$ cat src/rtl/row_irq_pkg.sv
package row_irq_pkg;
  // What the scan-line counter does on a given clock
  typedef enum logic [1:0] {
    CNT_HOLD = 2'd0,
    CNT_STEP = 2'd1,
    CNT_WRAP = 2'd2,
    CNT_LOAD = 2'd3
  } cnt_op_e;
endpackage

$ cat src/rtl/scan_line_counter.sv
module scan_line_counter
  import row_irq_pkg::*;
#(
  parameter int LINES = 10,
  parameter int CW    = $clog2(LINES)
) (
  input  logic          clk,
  input  logic          rst,
  input  logic          tick,
  input  logic          ld_we,
  input  logic [CW-1:0] ld_val,
  output logic [CW-1:0] idx,
  output logic          carry
);
  localparam logic [CW-1:0] LAST = CW'(LINES - 1);

  logic [CW-1:0] idx_q;
  logic [CW-1:0] reload_q;
  logic          ld_ok;
  cnt_op_e       op;

  assign ld_ok = ld_we && (ld_val <= LAST);

  always_comb begin
    if (ld_ok)              op = CNT_LOAD;
    else if (!tick)         op = CNT_HOLD;
    else if (idx_q == LAST) op = CNT_WRAP;
    else                    op = CNT_STEP;
  end

  always_ff @(posedge clk) begin
    if (rst) begin
      idx_q    <= '0;
      reload_q <= '0;
    end else begin
      unique case (op)
        CNT_LOAD: begin
          idx_q    <= ld_val;
          reload_q <= ld_val;
        end
        CNT_WRAP: idx_q <= reload_q;
        CNT_STEP: idx_q <= idx_q + CW'(1);
        default:  idx_q <= idx_q;
      endcase
    end
  end

  assign idx   = idx_q;
  assign carry = (idx_q == LAST);

  AST_IDX_BOUND: assert property (@(posedge clk) disable iff (rst)
    idx_q <= LAST) else $error("index out of range");
  AST_STEP_UP: assert property (@(posedge clk) disable iff (rst)
    (tick && !ld_ok && idx_q != LAST) |=> idx_q == $past(idx_q) + CW'(1))
    else $error("step failed");
  AST_WRAP_RELOAD: assert property (@(posedge clk) disable iff (rst)
    (tick && !ld_ok && idx_q == LAST) |=> idx_q == $past(reload_q))
    else $error("wrap failed");
  AST_LOAD_TAKES: assert property (@(posedge clk) disable iff (rst)
    ld_ok |=> idx_q == $past(ld_val)) else $error("load failed");
  AST_BAD_LOAD_IGNORED: assert property (@(posedge clk) disable iff (rst)
    (ld_we && !ld_ok && !tick) |=> ($stable(idx_q) && $stable(reload_q)))
    else $error("bad load acted");
endmodule

$ cat src/rtl/irq_gate.sv
module irq_gate (
  input  logic clk,
  input  logic rst,
  input  logic carry,
  input  logic vsync_n,
  input  logic kill_we,
  input  logic kill_wdata,
  output logic nmi,
  output logic sync_seen
);
  logic vs_q;
  logic kill_q;
  logic gate;
  logic gate_q;

  always_ff @(posedge clk) begin
    if (rst) begin
      vs_q   <= 1'b1;
      kill_q <= 1'b1;
      gate_q <= 1'b0;
    end else begin
      vs_q   <= vsync_n;
      gate_q <= gate;
      if (kill_we) kill_q <= kill_wdata;
    end
  end

  assign gate      = carry && vs_q && !kill_q;
  assign nmi       = gate && !gate_q;
  assign sync_seen = !vs_q;

  AST_KILL_MASKS: assert property (@(posedge clk) disable iff (rst)
    kill_q |-> !nmi) else $error("nmi while killed");
  AST_SYNC_MASKS: assert property (@(posedge clk) disable iff (rst)
    !vs_q |-> !nmi) else $error("nmi during sync");
  AST_NMI_SINGLE: assert property (@(posedge clk) disable iff (rst)
    nmi |=> !nmi) else $error("nmi longer than one cycle");
  AST_NMI_NEEDS_CARRY: assert property (@(posedge clk) disable iff (rst)
    nmi |-> carry) else $error("nmi without carry");
  AST_SYNC_TRACK: assert property (@(posedge clk) disable iff (rst)
    !rst |=> sync_seen == !$past(vsync_n)) else $error("sync status lag");
endmodule

$ cat src/rtl/row_irq_gen.sv
module row_irq_gen #(
  parameter int LINES = 10,
  parameter int CW    = $clog2(LINES)
) (
  input  logic          clk,
  input  logic          rst,
  input  logic          line_tick,
  input  logic          vsync_n,
  input  logic          preload_we,
  input  logic [CW-1:0] preload_val,
  input  logic          kill_we,
  input  logic          kill_wdata,
  output logic [CW-1:0] line_idx,
  output logic          row_carry,
  output logic          nmi,
  output logic          sync_seen
);
  logic carry_w;

  scan_line_counter #(.LINES(LINES), .CW(CW)) u_cnt (
    .clk    (clk),
    .rst    (rst),
    .tick   (line_tick),
    .ld_we  (preload_we),
    .ld_val (preload_val),
    .idx    (line_idx),
    .carry  (carry_w)
  );

  irq_gate u_gate (
    .clk        (clk),
    .rst        (rst),
    .carry      (carry_w),
    .vsync_n    (vsync_n),
    .kill_we    (kill_we),
    .kill_wdata (kill_wdata),
    .nmi        (nmi),
    .sync_seen  (sync_seen)
  );

  assign row_carry = carry_w;

  AST_RESET_QUIET: assert property (@(posedge clk)
    rst |=> (!nmi && line_idx == '0)) else $error("reset state");
endmodule

$ cat config.mk
export PLATFORM = sky130hd
export DESIGN_NAME = row_irq_gen
export DESIGN_NICKNAME = d
export VERILOG_FILES = /design/src/rtl/row_irq_pkg.sv /design/src/rtl/scan_line_counter.sv /design/src/rtl/irq_gate.sv /design/src/rtl/row_irq_gen.sv
export SDC_FILE = /design/constraint.sdc
export NUM_CORES = 1
export LEC_CHECK = 0
export ABC_AREA = 1
export BUFFER_PORTS_ARGS = -buffer_cell sky130_fd_sc_hd__buf_2
export CORE_MARGIN = 2
export CORE_UTILIZATION = 40
export DETAILED_ROUTE_END_ITERATION = 6
export MAX_ROUTING_LAYER = met4
export PLACE_DENSITY = 0.67
export REMOVE_ABC_BUFFERS = 1
export SLEW_MARGIN = 20
export SYNTH_ARGS = -nofsm -noshare
export SYNTH_HDL_FRONTEND = slang
export SYNTH_SLANG_ARGS = --single-unit
$ cat constraint.sdc
create_clock -name clk -period 3.7 [get_ports clk]
set_clock_uncertainty 0.15 [all_clocks]
set_input_delay 0.37 -clock clk [delete_from_list [all_inputs] [get_ports clk]]
set_output_delay 0.37 -clock clk [all_outputs]
set_load 0.02 [all_outputs]
* Yosys cells after proc, flatten, opt, wreduce, memory -nomap -nowiden
Index checks and enable logic that the tools add are counted.
** Storage, ports and cells
- Flip-flop bits (word level) :: 11
- Bits of input ports :: 11
- Output and inout bits :: 7
- Word-level logic and storage cells :: 23
** Cells by class
- Add/sub/neg operators :: 1
- $lt $le $gt $ge :: 1
- Equality and inequality tests :: 4
- Mux-type cells :: 4
- Reduce and logical (&&, ||, !) cells :: 8
** Operator list (count)
- $pmux W4 S3 :: 1
- $mux W2 :: 3
- $add A4 B1 Y4 const B :: 1
- $eq A2 B2 Y1 const B :: 2
- $eq A4 B4 Y1 const B :: 1
- $le A4 B4 Y1 const B :: 1
- $logic_and A1 B1 Y1 :: 4
- $logic_not A1 Y1 :: 3
- $reduce_bool A3 Y1 :: 1
- $eq A2 B1 Y1 const B :: 1

* Logic depth before layout (Yosys ltp)
Gate-level depths: netlist (run 1).
- Word-level depth :: 6
- Mapped depth :: 9
- Depth with buffers taken out :: 9

* By module
From an unflattened synthesis (run 1), not the netlist that was laid out.
** Second synthesis, totals
- Cells, all modules :: 87
- Area, all modules :: 600.6 µm²
** By module, submodules not included
- scan_line_counter :: times used 1, cells an instance 74, area each 496.7 µm², sequential area each 160.2 µm²
- irq_gate :: times used 1, cells an instance 13, area each 103.8 µm², sequential area each 60.1 µm²

* Worst setup path before layout (run 1)
Ideal clock, no wire load.
- Kind :: reg2out
- Start point :: register u_cnt.idx_q[0], in the netlist u_cnt.idx[0]
- End point :: output port nmi
- Arrival time :: 1.450 ns
- Required time :: 3.180 ns
- Slack :: 1.730 ns
- Cell stages (with the launch flop) :: 6
- Buffers on the path :: 0
- Cell sequence :: dfxtp_1 ha_1 nand3_4 inv_1 nand3_1 nor2_1
** Between the ends
- Word-level cells in the longest chain between the ends :: 4
** Ends and longest elaborated chain
- start, declared :: RTL line scan_line_counter.sv:17 : logic [CW-1:0] idx_q;
- start signal, assigned :: RTL line scan_line_counter.sv:38 : idx_q <= ld_val;
- start signal, assigned :: RTL line scan_line_counter.sv:41 : CNT_WRAP: idx_q <= reload_q;
- start signal, assigned :: RTL line scan_line_counter.sv:42 : CNT_STEP: idx_q <= idx_q + CW'(1);
- $eq A4 B4 Y1 :: RTL line scan_line_counter.sv:49 : assign carry = (idx_q == LAST);
- named net row_carry :: RTL line row_irq_gen.sv:14 : output logic row_carry,
- $logic_and A1 B1 Y1 (2 in series) :: RTL line irq_gate.sv:28 : assign gate = carry && vs_q && !kill_q;
- $logic_and A1 B1 Y1 :: RTL line irq_gate.sv:29 : assign nmi = gate && !gate_q;
- end, declared :: RTL line row_irq_gen.sv:15 : output logic nmi,
The timed path passes the listed nets, and every way through them passes these cells.

* Worst setup path after layout (run 1)
- Start point :: register u_cnt.idx_q[0], in the netlist u_cnt.idx[0]
- End point :: output port nmi
** Between the ends
- Word-level cells in the longest chain between the ends :: 4
** Ends and longest elaborated chain (RTL line)
- $eq A4 B4 Y1 :: scan_line_counter.sv:49
- $logic_and A1 B1 Y1 (2 in series) :: irq_gate.sv:28
- $logic_and A1 B1 Y1 :: irq_gate.sv:29
Every way passes these cells.

==> run metrics, run 1 <==
outcome finished, final reports clean; pre-CTS WS 2.01 ns; GR Util All Layers 0.147; port bufs 17; worst-skew pair later-pin latency 0.27 ns; Worst R2R Start u_cnt.idx[0]; Hold Vio Cnt, Final 0; R2R depth 7; Synth Register Bits 11; chip width 42.4 um; Levels on crit path 6; global-route wire length before repair 1980 um; PD cells 370 nW/um2; largest area contributor in the synthesized netlist dfxtp_1; fmax 0.508 GHz; crit share post-route 0.533; largest cells by area after synthesis dfxtp_1, nand2_1, inv_1; I/O pins 18; Max VDD drop 199 uV; NumNets Final 118; ant diodes 0; Max clock buf depth 2; total core area 1330 um2; WL final 1160 um; Worst Path Arrival 1.45 ns; Die Footprint 1800 um2; Post-synth top cells nand2_1, dfxtp_1, inv_1, nor2_1, nand3_1; Post-Layout Cell Count 119; cell breakdown of the critical path ha_1 > nand3_4 > inv_1 > nand3_1 > nor2_1 > buf_2; fillers 140; Worst Path Max Fanout 6; ys flop type dfxtp_1; clk sinks 11; DRC 0; worst hold path type in -> reg; setup_tns 0 ns; Crit. End Element primary output; CP endpoint nmi; unrepaired setup endpoints after global routing false; required time worst endpoint 3.18 ns; FF/Latch Area 220 um2; count leader, synth nand2_1; post-synth top area share 0.373; P_leak 0.000380 uW; initial antenna violation count 0; critical path type reg -> out; row count 13; asr flop ratio synth 0; CP Launch Type flip-flop; DR vias/cell 4.87; total congestion overflow 0; final setup fails 0; largest net degree at the start of global routing 15; Pre-antenna DRT Iters 4; Synth cell types 18; Bufs and invs on worst path 2; Resized Gates After CTS 0; Synth warnings 0; EDFF count, synth 0; max incr delay on CP 0.41 ns; Slew Viols, Final 0; crit-path leading delay family flip-flops; detailed placer's ending HPWL 919 um; Max Cap Viol 0; sequential element share of the synthesized area 0.373; DR vias 580; Multi-input gate area 303 um2; average size of a mapped cell 6.95 um2; vias in the first global route 504; Chip Height 42.4 um; Syn Std Cell Area 591 um2; Slowest cell on crit path dfxtp_1; Final WS setup 1.73 ns; Antenna Violating Nets Remaining 0; Cells after Synth 85; Iteration-0 DRC Markers 10; Placer Congestion 0.802; Least-Margin Pin Slew 0.217 ns; Slew headroom 0.855; share of cells above drive strength 1 0.269; Worst R2R Setup Slack 2.29 ns; crit path from u_cnt.idx[0]; initial core utilization 0.443; cts hold-fix bufs 0; H-tree levels 1; Worst-path clk slew 0.07 ns; Final min period 1.97 ns; DR WL/cell 9.71 um; Root Driver clkbuf_4; TritonCTS Buffers 3; Placed Cells 115; Layout area overhead 19.5%; FF-to-FF End u_cnt.idx[3]; # Post-CTS Setup Buffers 0; CTS tree done
## placed cells by master, fill, tap and decap left out
master,netlist,final
a21oi_1,5,5
a21oi_2,1,1
buf_2,0,17
clkbuf_1,1,1
clkbuf_4,0,3
dfxtp_1,11,11
ha_1,2,2
inv_1,11,11
inv_2,3,3
nand2_1,21,21
nand2_4,1,1
nand3_1,8,8
nand3_4,1,1
nand4_1,4,4
nor2_1,9,9
nor2_4,1,1
o21ai_0,3,3
o21ai_1,1,1
or2_2,1,1
## sequential cells by signal, summed over array words and instances (netlist names)
name,flops
u_cnt.idx,4
u_gate.vs_q,1
u_cnt.reload_q,4
u_gate.kill_q,1
u_gate.gate_q,1
## where the power goes
| group | internal, uW | switching [uW] | total [uW] |
|---|---|---|---|
| sequential | 125 | 6.08 | 131 |
| clock | 41.8 | 41.6 | 83.4 |
| combinational | 17.6 | 29.1 | 46.7 |
| total | 185 | 76.8 | 261 |
## stage by stage
step,total power [uW],util,hold slack [ns],cell area [um2]
floorplan,164,-,0.282,576
global placement,180,0.509,0.304,679
detailed placement,181,0.509,0.310,679
CTS,264,0.529,0.131,706
global route,276,0.529,0.127,706
finish,261,0.529,0.128,706
## metal layers
layer  track usage  wire length [um]
met5             -                 0
met3        0.0129                37
met4         0.113                41
met1         0.196               558
met2         0.203               517
## worst min path at each step
stage	start	endpoint	slack, ns	cells after the start
6_report	vsync_n	u_gate.vs_q	0.13	2
5_1_grt	vsync_n	u_gate.vs_q	0.13	2
4_1_cts	vsync_n	u_gate.vs_q	0.13	2
3_5_place_dp	u_cnt.reload_q[2]	u_cnt.reload_q[2]	0.31	2
3_3_place_gp	u_cnt.reload_q[1]	u_cnt.reload_q[1]	0.30	2
2_1_floorplan	rst	u_cnt.idx[3]	0.28	1
## logic make-up after synthesis
kind of cell,share of synthesized area
AO/OA/AOI/OAI,0.0911
adder cells (fa/ha/maj),0.0424
buffers and inverters,0.114
flip-flops,0.373
AND/OR/NAND/NOR,0.379
## cell type report
cell class | instances | area share
tap | 15 | 0.0266
multi-input combinational | 58 | 0.429
inverter | 14 | 0.0745
timing repair buffer | 17 | 0.121
sequential | 11 | 0.312
clock buffer | 4 | 0.0372
## worst register-to-register path: cells and delay by family (launching register included)
family | cells | cell delay [ns]
and+or+nand+nor | 5 | 0.46
DFF | 1 | 0.41
adders and majority gates | 1 | 0.23
AOI/OAI and AO/OA | 1 | 0.10
(Power assumes the default switching activity.)
==> run 2: changes to the inputs <==
--- a/config.mk
+++ b/config.mk
@@ -11,7 +11,7 @@
 export CORE_UTILIZATION = 40
 export DETAILED_ROUTE_END_ITERATION = 6
 export MAX_ROUTING_LAYER = met4
-export PLACE_DENSITY = 0.67
+export PLACE_DENSITY = 0.69
 export REMOVE_ABC_BUFFERS = 1
 export SLEW_MARGIN = 20
 export SYNTH_ARGS = -nofsm -noshare
==> constraint.sdc (replaced) <==
create_clock -name clk -period 1.68 [get_ports clk]
set_clock_uncertainty 0.15 [all_clocks]
set_input_delay 0.168 -clock clk [delete_from_list [all_inputs] [get_ports clk]]
set_output_delay 0.168 -clock clk [all_outputs]
set_load 0.02 [all_outputs]
==> run metrics, run 2 (synthesized netlist as in run 1, its figures left out) <==
ant diodes 0 (unchanged); unrepaired setup endpoints after global routing false; Max Cap Viol 0 (unchanged); I/O pins 18 (unchanged); Worst R2R Setup Slack 0.26 ns (-2.03 ns); Layout area overhead 30.5%; initial core utilization 0.443 (unchanged); Crit. End Element primary output; most common cell after layout, fill and taps aside nand2_1; hold_sp preload_val[0]; R2R depth 9 (+2); Iteration-0 DRC Markers 8 (-2); fmax 0.629 GHz; initial antenna violation count 0 (unchanged); Slew headroom 0.834 (-0.0212); detailed placer's ending HPWL 874 um (-4.9%); Post-DP Area 679 um2 (unchanged); share of cells above drive strength 1 0.324 (+0.0548); DR WL/cell 9.98 um (+2.9%); NumNets Final 122 (+3.4%); largest net degree at the start of global routing 15 (unchanged); Max VDD drop 320 uV (+61%); Logic pwr share 0.192 (+0.013); DRC 0 (unchanged); Slew Viols, Final 0 (unchanged); port bufs 17 (unchanged); GR Util All Layers 0.160 (+0.0124); required time worst endpoint 1.36 ns (-1.82 ns); worst-skew pair later-pin latency 0.27 ns (about the same); worst hold path type in -> reg; clk sinks 11 (unchanged); DR vias 590 (+1.7%); DR vias/cell 4.80 (-1.6%); pre-CTS WS 0.205 ns (-1.81 ns); Max clock buf depth 2 (unchanged); Final min period 1.59 ns; Antenna Violating Nets Remaining 0 (unchanged); Worst Path Max Fanout 5 (-1); hold slack final 0.0300 ns (-0.0982 ns); vias in the first global route 485 (-3.8%); Power, Total 587 uW (+120%); H-tree levels 1 (unchanged); Worst-path clk slew 0.07 ns (about the same); Hold Vio Cnt, Final 0 (unchanged); Die Footprint 1800 um2 (unchanged); total core area 1330 um2 (unchanged); Worst R2R Start u_cnt.idx[1]; FF-to-FF End u_cnt.idx[3]; Least-Margin Pin Slew 0.249 ns (+0.0317 ns); most frequent cells in the layout nand2_1, buf_2, inv_1, nor2_1, dfxtp_1; Pre-antenna DRT Iters 3 (-1); final instance area 771 um2 (+9.2%); internal power 415 uW (+120%); chip width 42.4 um (unchanged); row count 13 (unchanged); sw power 172 uW (+120%); hold depth 3 (+1); CTS tree done; Final WS setup 0.0894 ns (-1.64 ns); clock share of power 0.312 (-0.007); total congestion overflow 0 (unchanged); Hold Path End u_cnt.reload_q[0]; outcome finished, final reports clean; Sw Share 0.293 (about the same); crit share post-route 0.947; FF/Latch Area 228 um2 (+3.4%); Chip Height 42.4 um (unchanged); Worst Path Arrival 1.27 ns (-0.18 ns); TritonCTS Buffers 3 (unchanged); Placer Congestion 0.824 (+2.8%); CP Launch Type flip-flop; Root Driver clkbuf_4; P_leak 0.000393 uW (+3.4%); PD cells 761 nW/um2 (+110%); share of power burned in registers 0.496 (-0.006); WL final 1230 um (+6.3%); critical path type reg -> out; Multi-input gate area 320 um2 (+5.8%); final setup fails 0 (unchanged); global-route wire length before repair 2080 um (+5.2%); fillers 125 (-11%)
==> run 2: cell types whose count changed in the layout (fill, tap and decap cells not counted), sizes merged <==
cell	delta
buf	+1
dlygate4sd3	+3
==> run 2: through the flow <==
step / TNS, ns / utilization / instances
final: 0 / 0.578 / 123
after global routing: 0 / 0.578 / 123
after CTS: 0 / 0.563 / 123
after detailed placement: 0 / 0.509 / 115
after global placement: 0 / 0.509 / 115
after floorplan: -0.0881 / - / 83
==> run 2: what timing repair did <==
| action | in CTS | in global routing |
|---|---|---|
| endpoints found under the hold margin | 2 | 0 |
| hold buffers | 3 | 0 |
| endpoints found under the setup margin | 1 | 1 |
| setup buffers | 1 | 0 |
| pin swaps | 1 | 1 |
| gates resized for setup | 5 | 5 |
==> run 2: worst max-delay path, stage by stage, from the launching register on <==
cell and delay (ns):
dfxtp_4 0.36, inv_2 0.07, ha_4 0.13, nand3_4 0.06
inv_2 0.07, nand3_2 0.06, nor2_1 0.11, buf_4 0.14
==> run 2: per-layer routing <==
layer	GRT usage	up-vias	routed length [um]
met5	-	-	0
met4	0.113	0	39
met3	0.0388	5	48
met2	0.218	12	532
met1	0.203	255	608
li1	-	318	-
==> run 2: cell type report <==
class                   count  area share
multi-input cells          58       0.416
flip-flops and latches     11       0.295
repair buffers             21       0.162
inverters                  14      0.0682
clock buffers               4      0.0341
well taps                  15      0.0244
==> run 2: worst max-delay path by stage <==
stage                 startpoint  endpoint  slack [ns]  cells after the start
floorplan           u_cnt.idx[0]       nmi       -0.09                      5
global placement    u_cnt.idx[0]       nmi        0.24                      6
global route        u_cnt.idx[1]       nmi      0.0003                      7
CTS                 u_cnt.idx[1]       nmi        0.05                      7
detailed placement  u_cnt.idx[0]       nmi        0.21                      6
finish              u_cnt.idx[1]       nmi        0.09                      7
==> run 2: power groups by stage <==
stage               clock network, uW  logic [uW]  registers, uW
finish                            183         113            291
global route                      199         127            294
CTS                               186         110            290
detailed placement                  0         102            295
global placement                    0         102            294
floorplan                           0        58.4            302
